[src/rtl/uart_fe_pkg.sv]
package uart_fe_pkg;
  localparam int unsigned OFS_CTRL = 'h30;
  localparam int unsigned OFS_STAT = 'h31;
  localparam int unsigned OFS_TXD  = 'h35;
  localparam int unsigned OFS_RXD  = 'h36;

  typedef enum logic [1:0] {
    NINTH_ZERO = 2'd0,
    NINTH_ONE  = 2'd1,
    NINTH_ODD  = 2'd2,
    NINTH_EVEN = 2'd3
  } ninth_mode_e;

  // field order is the bus bit order 7..0
  typedef struct packed {
    logic        tx_en;
    logic        rx_en;
    logic        frame9;
    logic        multiproc;
    ninth_mode_e ninth;
    logic        tx_ie;
    logic        rx_ie;
  } ctrl_t;

  typedef struct packed {
    logic ctrl_wr;
    logic tx_wr;
    logic rx_rd;
  } strobe_t;

  typedef enum logic [1:0] {
    SEL_NONE,
    SEL_CTRL,
    SEL_STAT,
    SEL_RXD
  } rsel_e;
endpackage

[src/rtl/uart_fe_decode.sv]
module uart_fe_decode
  import uart_fe_pkg::*;
#(
  parameter int unsigned ADDR_W = 8
) (
  input  logic              req_i,
  input  logic              we_i,
  input  logic [ADDR_W-1:0] addr_i,
  output strobe_t           strb_o,
  output rsel_e             rsel_o
);
  logic hit_ctrl, hit_stat, hit_txd, hit_rxd;

  assign hit_ctrl = (addr_i == ADDR_W'(OFS_CTRL));
  assign hit_stat = (addr_i == ADDR_W'(OFS_STAT));
  assign hit_txd  = (addr_i == ADDR_W'(OFS_TXD));
  assign hit_rxd  = (addr_i == ADDR_W'(OFS_RXD));

  // status write is decoded to nothing: register is read-only
  assign strb_o.ctrl_wr = req_i & we_i & hit_ctrl;
  assign strb_o.tx_wr   = req_i & we_i & hit_txd;
  assign strb_o.rx_rd   = req_i & ~we_i & hit_rxd;

  always_comb begin
    rsel_o = SEL_NONE;
    if (hit_ctrl)      rsel_o = SEL_CTRL;
    else if (hit_stat) rsel_o = SEL_STAT;
    else if (hit_rxd)  rsel_o = SEL_RXD;
  end
endmodule

[src/rtl/uart_fe_ctrl.sv]
module uart_fe_ctrl
  import uart_fe_pkg::*;
(
  input  logic       clk_i,
  input  logic       rst_ni,
  input  logic       wr_i,
  input  logic [7:0] wbits_i,
  output ctrl_t      ctrl_o,
  output logic       tx_rise_o,
  output logic       rx_flush_o
);
  ctrl_t ctrl_q, ctrl_d;

  assign ctrl_d = ctrl_t'(wbits_i);

  always_ff @(posedge clk_i or negedge rst_ni) begin
    if (!rst_ni)   ctrl_q <= '0;
    else if (wr_i) ctrl_q <= ctrl_d;
  end

  assign ctrl_o     = ctrl_q;
  assign tx_rise_o  = wr_i & ctrl_d.tx_en & ~ctrl_q.tx_en;
  assign rx_flush_o = wr_i & ~ctrl_d.rx_en;
endmodule

[src/rtl/uart_fe_tx.sv]
module uart_fe_tx
  import uart_fe_pkg::*;
#(
  parameter int unsigned CHAR_W = 8
) (
  input  logic              clk_i,
  input  logic              rst_ni,
  input  logic              tx_wr_i,
  input  logic              tx_rise_i,
  input  logic              tx_busy_i,
  input  logic              tx_done_i,
  input  logic [CHAR_W-1:0] wbyte_i,
  input  logic              frame9_i,
  input  ninth_mode_e       ninth_i,
  output logic              tx_start_o,
  output logic [CHAR_W-1:0] tx_byte_o,
  output logic              tx_ninth_o,
  output logic              tx_ready_o
);
  logic ready_q, set_ev, par;

  assign set_ev = tx_wr_i | tx_rise_i | tx_done_i;

  always_ff @(posedge clk_i or negedge rst_ni) begin
    if (!rst_ni)        ready_q <= 1'b0;
    else if (set_ev)    ready_q <= 1'b1;
    else if (tx_busy_i) ready_q <= 1'b0;
  end

  assign par = ^wbyte_i;

  always_comb begin
    tx_ninth_o = 1'b0;
    if (frame9_i) begin
      unique case (ninth_i)
        NINTH_ZERO: tx_ninth_o = 1'b0;
        NINTH_ONE:  tx_ninth_o = 1'b1;
        NINTH_ODD:  tx_ninth_o = ~par;
        NINTH_EVEN: tx_ninth_o = par;
        default:    tx_ninth_o = 1'b0;
      endcase
    end
  end

  assign tx_start_o = tx_wr_i;
  assign tx_byte_o  = wbyte_i;
  assign tx_ready_o = ready_q;
endmodule

[src/rtl/uart_fe_rx.sv]
module uart_fe_rx #(
  parameter int unsigned CHAR_W = 8,
  localparam int unsigned RX_W = CHAR_W + 1
) (
  input  logic            clk_i,
  input  logic            rst_ni,
  input  logic            rx_en_i,
  input  logic            frame9_i,
  input  logic            flush_i,
  input  logic            rd_i,
  input  logic            rx_valid_i,
  input  logic [RX_W-1:0] rx_frame_i,
  output logic [RX_W-1:0] rx_data_o,
  output logic            rx_avail_o
);
  logic [RX_W-1:0] data_q, frame_m;
  logic            avail_q, take;

  assign take    = rx_valid_i & rx_en_i;
  assign frame_m = {rx_frame_i[RX_W-1] & frame9_i, rx_frame_i[CHAR_W-1:0]};

  // flush beats arrival, arrival beats read-clear
  always_ff @(posedge clk_i or negedge rst_ni) begin
    if (!rst_ni) begin
      data_q  <= '0;
      avail_q <= 1'b0;
    end else if (flush_i) begin
      data_q  <= '0;
      avail_q <= 1'b0;
    end else if (take) begin
      data_q  <= frame_m;
      avail_q <= 1'b1;
    end else if (rd_i) begin
      avail_q <= 1'b0;
    end
  end

  assign rx_data_o  = data_q;
  assign rx_avail_o = avail_q;
endmodule

[src/rtl/uart_reg_front.sv]
module uart_reg_front
  import uart_fe_pkg::*;
#(
  parameter int unsigned ADDR_W = 8,
  parameter int unsigned DATA_W = 16,
  parameter int unsigned CHAR_W = 8,
  localparam int unsigned RX_W = CHAR_W + 1
) (
  input  logic              clk_i,
  input  logic              rst_ni,
  input  logic              req_i,
  input  logic              we_i,
  input  logic [ADDR_W-1:0] addr_i,
  input  logic [DATA_W-1:0] wdata_i,
  output logic [DATA_W-1:0] rdata_o,
  output logic              tx_start_o,
  output logic [CHAR_W-1:0] tx_byte_o,
  output logic              tx_ninth_o,
  input  logic              tx_busy_i,
  input  logic              tx_done_i,
  input  logic              rx_valid_i,
  input  logic [RX_W-1:0]   rx_frame_i,
  output logic              tx_en_o,
  output logic              rx_en_o,
  output logic              frame9_o,
  output logic              multiproc_o,
  output logic              irq_o
);
  strobe_t         strb;
  rsel_e           rsel;
  ctrl_t           ctrl;
  logic            tx_rise, rx_flush, tx_ready, rx_avail;
  logic [RX_W-1:0] rx_data;
  logic            unused_wdata;

  assign unused_wdata = ^wdata_i[DATA_W-1:CHAR_W];

  uart_fe_decode #(.ADDR_W(ADDR_W)) u_dec (
    .req_i  (req_i),
    .we_i   (we_i),
    .addr_i (addr_i),
    .strb_o (strb),
    .rsel_o (rsel)
  );

  uart_fe_ctrl u_ctrl (
    .clk_i      (clk_i),
    .rst_ni     (rst_ni),
    .wr_i       (strb.ctrl_wr),
    .wbits_i    (wdata_i[7:0]),
    .ctrl_o     (ctrl),
    .tx_rise_o  (tx_rise),
    .rx_flush_o (rx_flush)
  );

  uart_fe_tx #(.CHAR_W(CHAR_W)) u_tx (
    .clk_i      (clk_i),
    .rst_ni     (rst_ni),
    .tx_wr_i    (strb.tx_wr),
    .tx_rise_i  (tx_rise),
    .tx_busy_i  (tx_busy_i),
    .tx_done_i  (tx_done_i),
    .wbyte_i    (wdata_i[CHAR_W-1:0]),
    .frame9_i   (ctrl.frame9),
    .ninth_i    (ctrl.ninth),
    .tx_start_o (tx_start_o),
    .tx_byte_o  (tx_byte_o),
    .tx_ninth_o (tx_ninth_o),
    .tx_ready_o (tx_ready)
  );

  uart_fe_rx #(.CHAR_W(CHAR_W)) u_rx (
    .clk_i      (clk_i),
    .rst_ni     (rst_ni),
    .rx_en_i    (ctrl.rx_en),
    .frame9_i   (ctrl.frame9),
    .flush_i    (rx_flush),
    .rd_i       (strb.rx_rd),
    .rx_valid_i (rx_valid_i),
    .rx_frame_i (rx_frame_i),
    .rx_data_o  (rx_data),
    .rx_avail_o (rx_avail)
  );

  always_comb begin
    rdata_o = '0;
    unique case (rsel)
      SEL_CTRL: rdata_o = DATA_W'(ctrl);
      SEL_STAT: rdata_o = DATA_W'({tx_ready, rx_avail});
      SEL_RXD:  rdata_o = DATA_W'(rx_data);
      default:  rdata_o = '0;
    endcase
  end

  assign tx_en_o     = ctrl.tx_en;
  assign rx_en_o     = ctrl.rx_en;
  assign frame9_o    = ctrl.frame9;
  assign multiproc_o = ctrl.multiproc;
  assign irq_o       = (ctrl.tx_ie & tx_ready) | (ctrl.rx_ie & rx_avail);
endmodule

[config.mk]
export PLATFORM = sky130hd
export DESIGN_NAME = uart_reg_front
export DESIGN_NICKNAME = d
export VERILOG_FILES = /design/src/rtl/uart_fe_pkg.sv /design/src/rtl/uart_fe_decode.sv /design/src/rtl/uart_fe_ctrl.sv /design/src/rtl/uart_fe_tx.sv /design/src/rtl/uart_fe_rx.sv /design/src/rtl/uart_reg_front.sv
export SDC_FILE = /design/constraint.sdc
export NUM_CORES = 1
export LEC_CHECK = 0
export CAP_MARGIN = 10
export CORE_MARGIN = 2
export CORE_UTILIZATION = 40
export CTS_CLUSTER_SIZE = 30
export DETAILED_ROUTE_END_ITERATION = 8
export PLACE_DENSITY = 0.87
export SKIP_LAST_GASP = 1
export SLEW_MARGIN = 20
export SYNTH_ARGS = -nofsm -noshare
export SYNTH_HDL_FRONTEND = slang
export SYNTH_HIERARCHICAL = 1
export SYNTH_SLANG_ARGS = --single-unit
[constraint.sdc]
create_clock -name clk_i -period 2.5 [get_ports clk_i]
set_clock_uncertainty 0.15 [all_clocks]
set_input_delay 0.25 -clock clk_i [delete_from_list [all_inputs] [get_ports clk_i]]
set_output_delay 0.25 -clock clk_i [all_outputs]
set_load 0.1 [all_outputs]
-- Word level (Yosys, flattened, before mapping)
Cells that the tools add are included.
W data, S select, Z words.
- register bits: 19
- logic and storage cells: 57
- equal/unequal tests: 10
- multiplexer cells: 13
- bitwise operators: 19
- reductions and logical operators: 5
- operators with widths (kind ; number):
    $eq A8 B6 Y1 const B ; 4
    $pmux W9 S3 ; 1
    $mux W9 ; 2
    $and A1 B1 Y1 ; 12
    $eq A2 B2 Y1 const B ; 4
    $reduce_xor A8 Y1 ; 1
    $mux W1 ; 6
    $mux W2 ; 3
    $eq A2 B1 Y1 const B ; 2
    $not A1 Y1 ; 4
    $pmux W1 S4 ; 1
    $reduce_bool A2 Y1 ; 2
    $or A1 B1 Y1 ; 3
    $reduce_bool A3 Y1 ; 1
    $logic_not A2 Y1 ; 1

-- Depth between registers and ports, before layout
- depth after elaboration: 7
- gate-level depth with buffers: 6

-- Cells and area by module
The synthesis kept the hierarchy.
- by module, submodules not included (module ; instances ; cells each ; area an instance (µm²) ; seq. area each (µm²)):
    uart_fe_rx ; 1 ; 45 ; 530.5 ; 250.2
    uart_fe_ctrl ; 1 ; 19 ; 346.6 ; 200.2
    uart_reg_front ; 1 ; 29 ; 235.2 ; 0.0
    uart_fe_tx ; 1 ; 24 ; 191.4 ; 25.0
    uart_fe_decode ; 1 ; 14 ; 111.4 ; 0.0

-- Worst setup path after synthesis
No wires, ideal clock.
- path kind: reg2out
- start: register u_ctrl.ctrl_q (netlist bit u_ctrl/ctrl_o[5])
- end: output tx_ninth_o
- data arrival time: 2.692 ns
- data required time: 2.100 ns
- path slack: -0.592 ns
- stages on the path, launching flop included: 3
- cell sequence: dfrtp_1 > nand2_1 > mux2i_1
- cells in the longest elaborated chain, start to end: 1
- ends and longest elaborated chain (item ; RTL line ; text):
    from (decl) ; uart_fe_ctrl.sv:12 ; ctrl_t ctrl_q, ctrl_d;
    from (signal assigned) ; uart_fe_ctrl.sv:18 ; else if (wr_i) ctrl_q <= ctrl_d;
    $mux W1 ; uart_fe_tx.sv:34 ; if (frame9_i) begin
    to (decl) ; uart_reg_front.sv:18 ; output logic tx_ninth_o,
No other way between the ends.

-- Worst setup path in the final report
- start: input addr_i[7]
- end: output rdata_o[1]
- cells in the longest elaborated chain, start to end: 6
- elaborated cells between the ends (all ways): 10
- classes of those cells: eq/ne (6); mux (4)
- ends and longest elaborated chain (item ; RTL line ; text):
    from (decl) ; uart_reg_front.sv:13 ; input logic [ADDR_W-1:0] addr_i,
    $eq A8 B6 Y1 ; uart_fe_decode.sv:17 ; assign hit_rxd = (addr_i == ADDR_W'(OFS_RXD));
    $mux W2 ; uart_fe_decode.sv:28 ; else if (hit_rxd) rsel_o = SEL_RXD;
    $mux W2 ; uart_fe_decode.sv:27 ; else if (hit_stat) rsel_o = SEL_STAT;
    $mux W2 (*) ; uart_fe_decode.sv:26 ; if (hit_ctrl) rsel_o = SEL_CTRL;
    named net rsel[0] ; uart_reg_front.sv:30 ; rsel_e rsel;
    $eq A2 B2 Y1 or $eq A2 B1 Y1 (tied branches) ; uart_reg_front.sv:87 ; unique case (rsel)
    $pmux W9 S3 (*) ; uart_reg_front.sv:87 ;
    to (decl) ; uart_reg_front.sv:15 ; output logic [DATA_W-1:0] rdata_o,
Mark *: on every way through the listed nets, which the timed path passes. The rest lies on a longest branch.

==> metrics.md <==
| Metric | Value |
|---|---|
| Pin count of the biggest net entering global routing | `20` |
| WP data required | `approximately 2.1 ns` |
| Clock H-tree levels | `1` |
| Synth Register Bits | `19` |
| Core footprint | `3363 um2` |
| Unique cell type count in the Yosys netlist | `36` |
| Non-Filler Instances | `~230` |
| Final setup violating endpoints | `0` |
| Tcrit/Tclk final | `between 90% and 100%` |
| Layout cells sized above 1 | `40.11%` |
| Leakage | `0.9018 nW` |
| Vias in the first global route | `1212` |
| Worst-skew pair later-pin latency | `between 0.2 and 0.3 ns` |
| FMAX | `410.0 MHz` |
| First-pass GRT wire length | `roughly 5700 um` |
| Via count | `around 1100` |
| Synth warn | `6` |
| Outcome | `finished, final reports clean` |
| Clk buf depth | `2` |
| Full die area | `a little over 4000 um2` |
| Cell total after placement | `approximately 230` |
| CP peak stage delay | `roughly 0.54 ns` |
| CP cell instances | `dlygate4sd2_1 > or4_4 > nor3_2 > buf_4 > mux2_4 > a22o_1 > buf_12` |
| Design area | `2095 um2` |
| Hold_ws | `approximately 0.27 ns` |
| Post-route ant nets | `0` |
| Avg Cell Area, Syn | `between 10 and 15 um2` |
| Wire per inst | `around 15 um` |
| Hold_buf cts | `0` |
| Initial antenna violation count | `0` |
| WS Path Type | `in -> out` |
| Starting Density | `a little over two fifths` |
| CTS buffer count | `3` |
| Placed cell areas | `around 2000 um2` |
| Peak VDD IR | `around 0.24 mV` |
| DP HPWL | `between 2000 and 3000 um` |
| Mapped cell area | `roughly 1400 um2` |
| Largest delay share family, worst path | `simple AND/OR/NAND/NOR gates` |
| Max_cap viols | `0` |
| Diode count | `0` |
| Worst setup EP type | `output pin` |
| # IOs | `between 70 and 80` |
| Worst hold-check path type | `in -> async` |
| Slew HR | `between 40 and 50%` |
| Clock Sink Count | `19` |
| GP Congestion | `about 0.86` |
| Syn-to-layout area delta | `48.01%` |
| Fin crit period | `between 2 and 2.5 ns` |
| Crit start category | `primary input` |
| CTS tree | `done` |
| Vias per inst | `around 4.9` |
| Slew @ Worst Pin | `0.8226 ns` |
| Die H | `approximately 63 um` |
| GRT Total Usage | `roughly 17%` |
| Worst Path Arrival | `~2.0 ns` |
| Crit-path slowest cell | `or4_4` |
| Dpl ws | `-0.2242 ns` |
| IO buf count | `55` |
| Unrepaired setup endpoints after global routing | `false` |
| Final setup margin | `0.06122 ns` |
| DIE WIDTH | `roughly 63 um` |
| Nets | `228` |
| Drt pass-1 iters | `4` |
| Total power draw | `between 0.8 and 0.9 mW` |
| Cell Rows | `21` |
| 1st-iter DRT viols | `25` |
| Endpoints failing hold | `0` |
| Sequential area share after synthesis | `33.60%` |
| Clock-pin slew on the worst setup and hold paths | `~0.10 ns` |
| Worst Path Buf+Inv | `3` |
| Mapped Cells | `about 130` |
| Final slew viol count | `0` |
| DR DRC count | `0` |
| Top fanout value on the critical path | `4` |
| CTS root buf | `clkbuf_4` |
| Total Routed Length | `3480 um` |
| Power per cell area | `approximately 400 nW/um2` |
| Fillers | `~300` |
| Total grt overflow | `0` |
-- stage by stage --
step	TNS, ns	utilization [%]
after floorplan	-0.1003	-
after global placement	-0.6025	60.90
after detailed placement	-1.090	60.90
after CTS	0	62.02
after global routing	0	62.28
final	0	62.28
-- where the power goes --
part	switching, mW	internal, mW
Combinational	0.183	0.125
Clock	0.0916	0.0621
Sequential	0.0215	0.338
-- synthesized netlist by cell type --
| cell | n | share of area, % |
|---|---|---|
| mux2_4 | 9 | 9.5 |
| nand4b_1 | 2 | 1.2 |
| or4bb_1 | 1 | 0.80 |
| xor2_1 | 1 | 0.62 |
| a21oi_1 | 8 | 2.8 |
| buf_6 | 4 | 3.2 |
| and3_1 | 1 | 0.44 |
| buf_12 | 1 | 1.4 |
| conb_1 | 1 | 0.26 |
| nand4bb_1 | 1 | 0.80 |
| clkbuf_1 | 1 | 0.26 |
| nand3b_1 | 1 | 0.53 |
| nor3_1 | 4 | 1.4 |
| nand2b_1 | 2 | 0.88 |
| a21bo_2 | 8 | 5.7 |
| buf_8 | 1 | 1.1 |
| or4_4 | 1 | 0.80 |
| nand2_1 | 4 | 1.1 |
| nor4b_1 | 1 | 0.62 |
| mux2_1 | 1 | 0.80 |
| and3b_1 | 1 | 0.62 |
| mux2i_1 | 7 | 5.0 |
| xnor2_1 | 7 | 4.3 |
| a21oi_2 | 2 | 1.2 |
| nand3_1 | 8 | 2.8 |
| o21ai_0 | 1 | 0.35 |
| buf_4 | 16 | 8.5 |
| or3b_1 | 1 | 0.62 |
| a211oi_1 | 1 | 0.53 |
| buf_2 | 1 | 0.35 |
| inv_1 | 1 | 0.26 |
| nand4_4 | 1 | 1.5 |
| a22o_1 | 3 | 1.9 |
| a21bo_1 | 1 | 0.71 |
| dfrtp_1 | 19 | 34 |
| nor2b_1 | 8 | 3.5 |
-- placed cells by master, fill, tap and decap left out, drive strengths merged, types with 2 or more instances in the layout --
cell and instances:
clkbuf 4, nor2b 8, a21bo 9, a21oi 10
mux2 10, dlygate4sd2 4, clkdlybuf4s50 25, nor3 4
nand2 4, mux2i 7, xnor2 7, nand3 8
conb 7, nand2b 2, buf 39, dlymetal6s2s 2
nand4b 2, a22o 3, dfrtp 19
-- cell type report --
cell class / count / area, um2 / area share, %
clock buffers: 4 / 26.28 / 1.254
inverters: 1 / 3.754 / 0.1792
multi-input cells: 93 / 790.8 / 37.75
flip-flops and latches: 19 / 475.5 / 22.70
well taps: 46 / 57.56 / 2.748
repair buffers: 70 / 740.7 / 35.36
-- cells by family after synthesis --
kind of cell | count (synthesis) | synth area share [%]
simple gates | 37 | 17.68
flops | 19 | 33.60
xor+xnor | 8 | 4.952
other cells | 1 | 0.2650
mux | 17 | 15.30
compound gates | 24 | 13.17
buf+inv | 25 | 15.03
-- worst reg2reg max path, cell delays in order (launching register included) --
cell and delay (ns):
dfrtp_1 0.50, buf_4 0.24, a21bo_2 0.21, a21oi_1 0.16
-- what timing repair did --
action | CTS | global route
gates resized for setup | 6 | 3
setup buffers | 1 | 0
setup endpoints to repair | 9 | 6
pin swaps | 5 | 2
-- per-layer routing --
layer / GRT usage [%] / share of wire (%)
met5: 0 / 0
met4: 6.250 / 1.4
met3: 3.750 / 5.5
met2: 31.97 / 54
met1: 19.69 / 39
-- final timing paths --
kind,from,to,slack (ns),depth (start not counted)
min in group clk_i,rx_frame_i[4],u_rx/rx_data_o[4]$_DFFE_PN0P_,0.36,3
max in group asynchronous,rst_ni,u_rx/rx_data_o[4]$_DFFE_PN0P_,1.42,1
hold reg to reg,u_ctrl/ctrl_o[1]$_DFFE_PN0P_,u_ctrl/ctrl_o[1]$_DFFE_PN0P_,0.41,1
setup reg to reg,u_ctrl/ctrl_o[6]$_DFFE_PN0P_,u_rx/rx_data_o[7]$_DFFE_PN0P_,1.16,3
hold / removal,rst_ni,u_ctrl/ctrl_o[3]$_DFFE_PN0P_,0.27,1
setup / recovery,addr_i[7],rdata_o[1],0.06,7
-- flip-flops by register name, summed over array words and instances, names as in the netlist --
signal / flops
u_rx/rx_data_o: 9
u_ctrl/ctrl_o: 8
u_rx/rx_avail_o: 1
u_tx/tx_ready_o: 1
No activity file was read; power rests on OpenSTA's default activity.
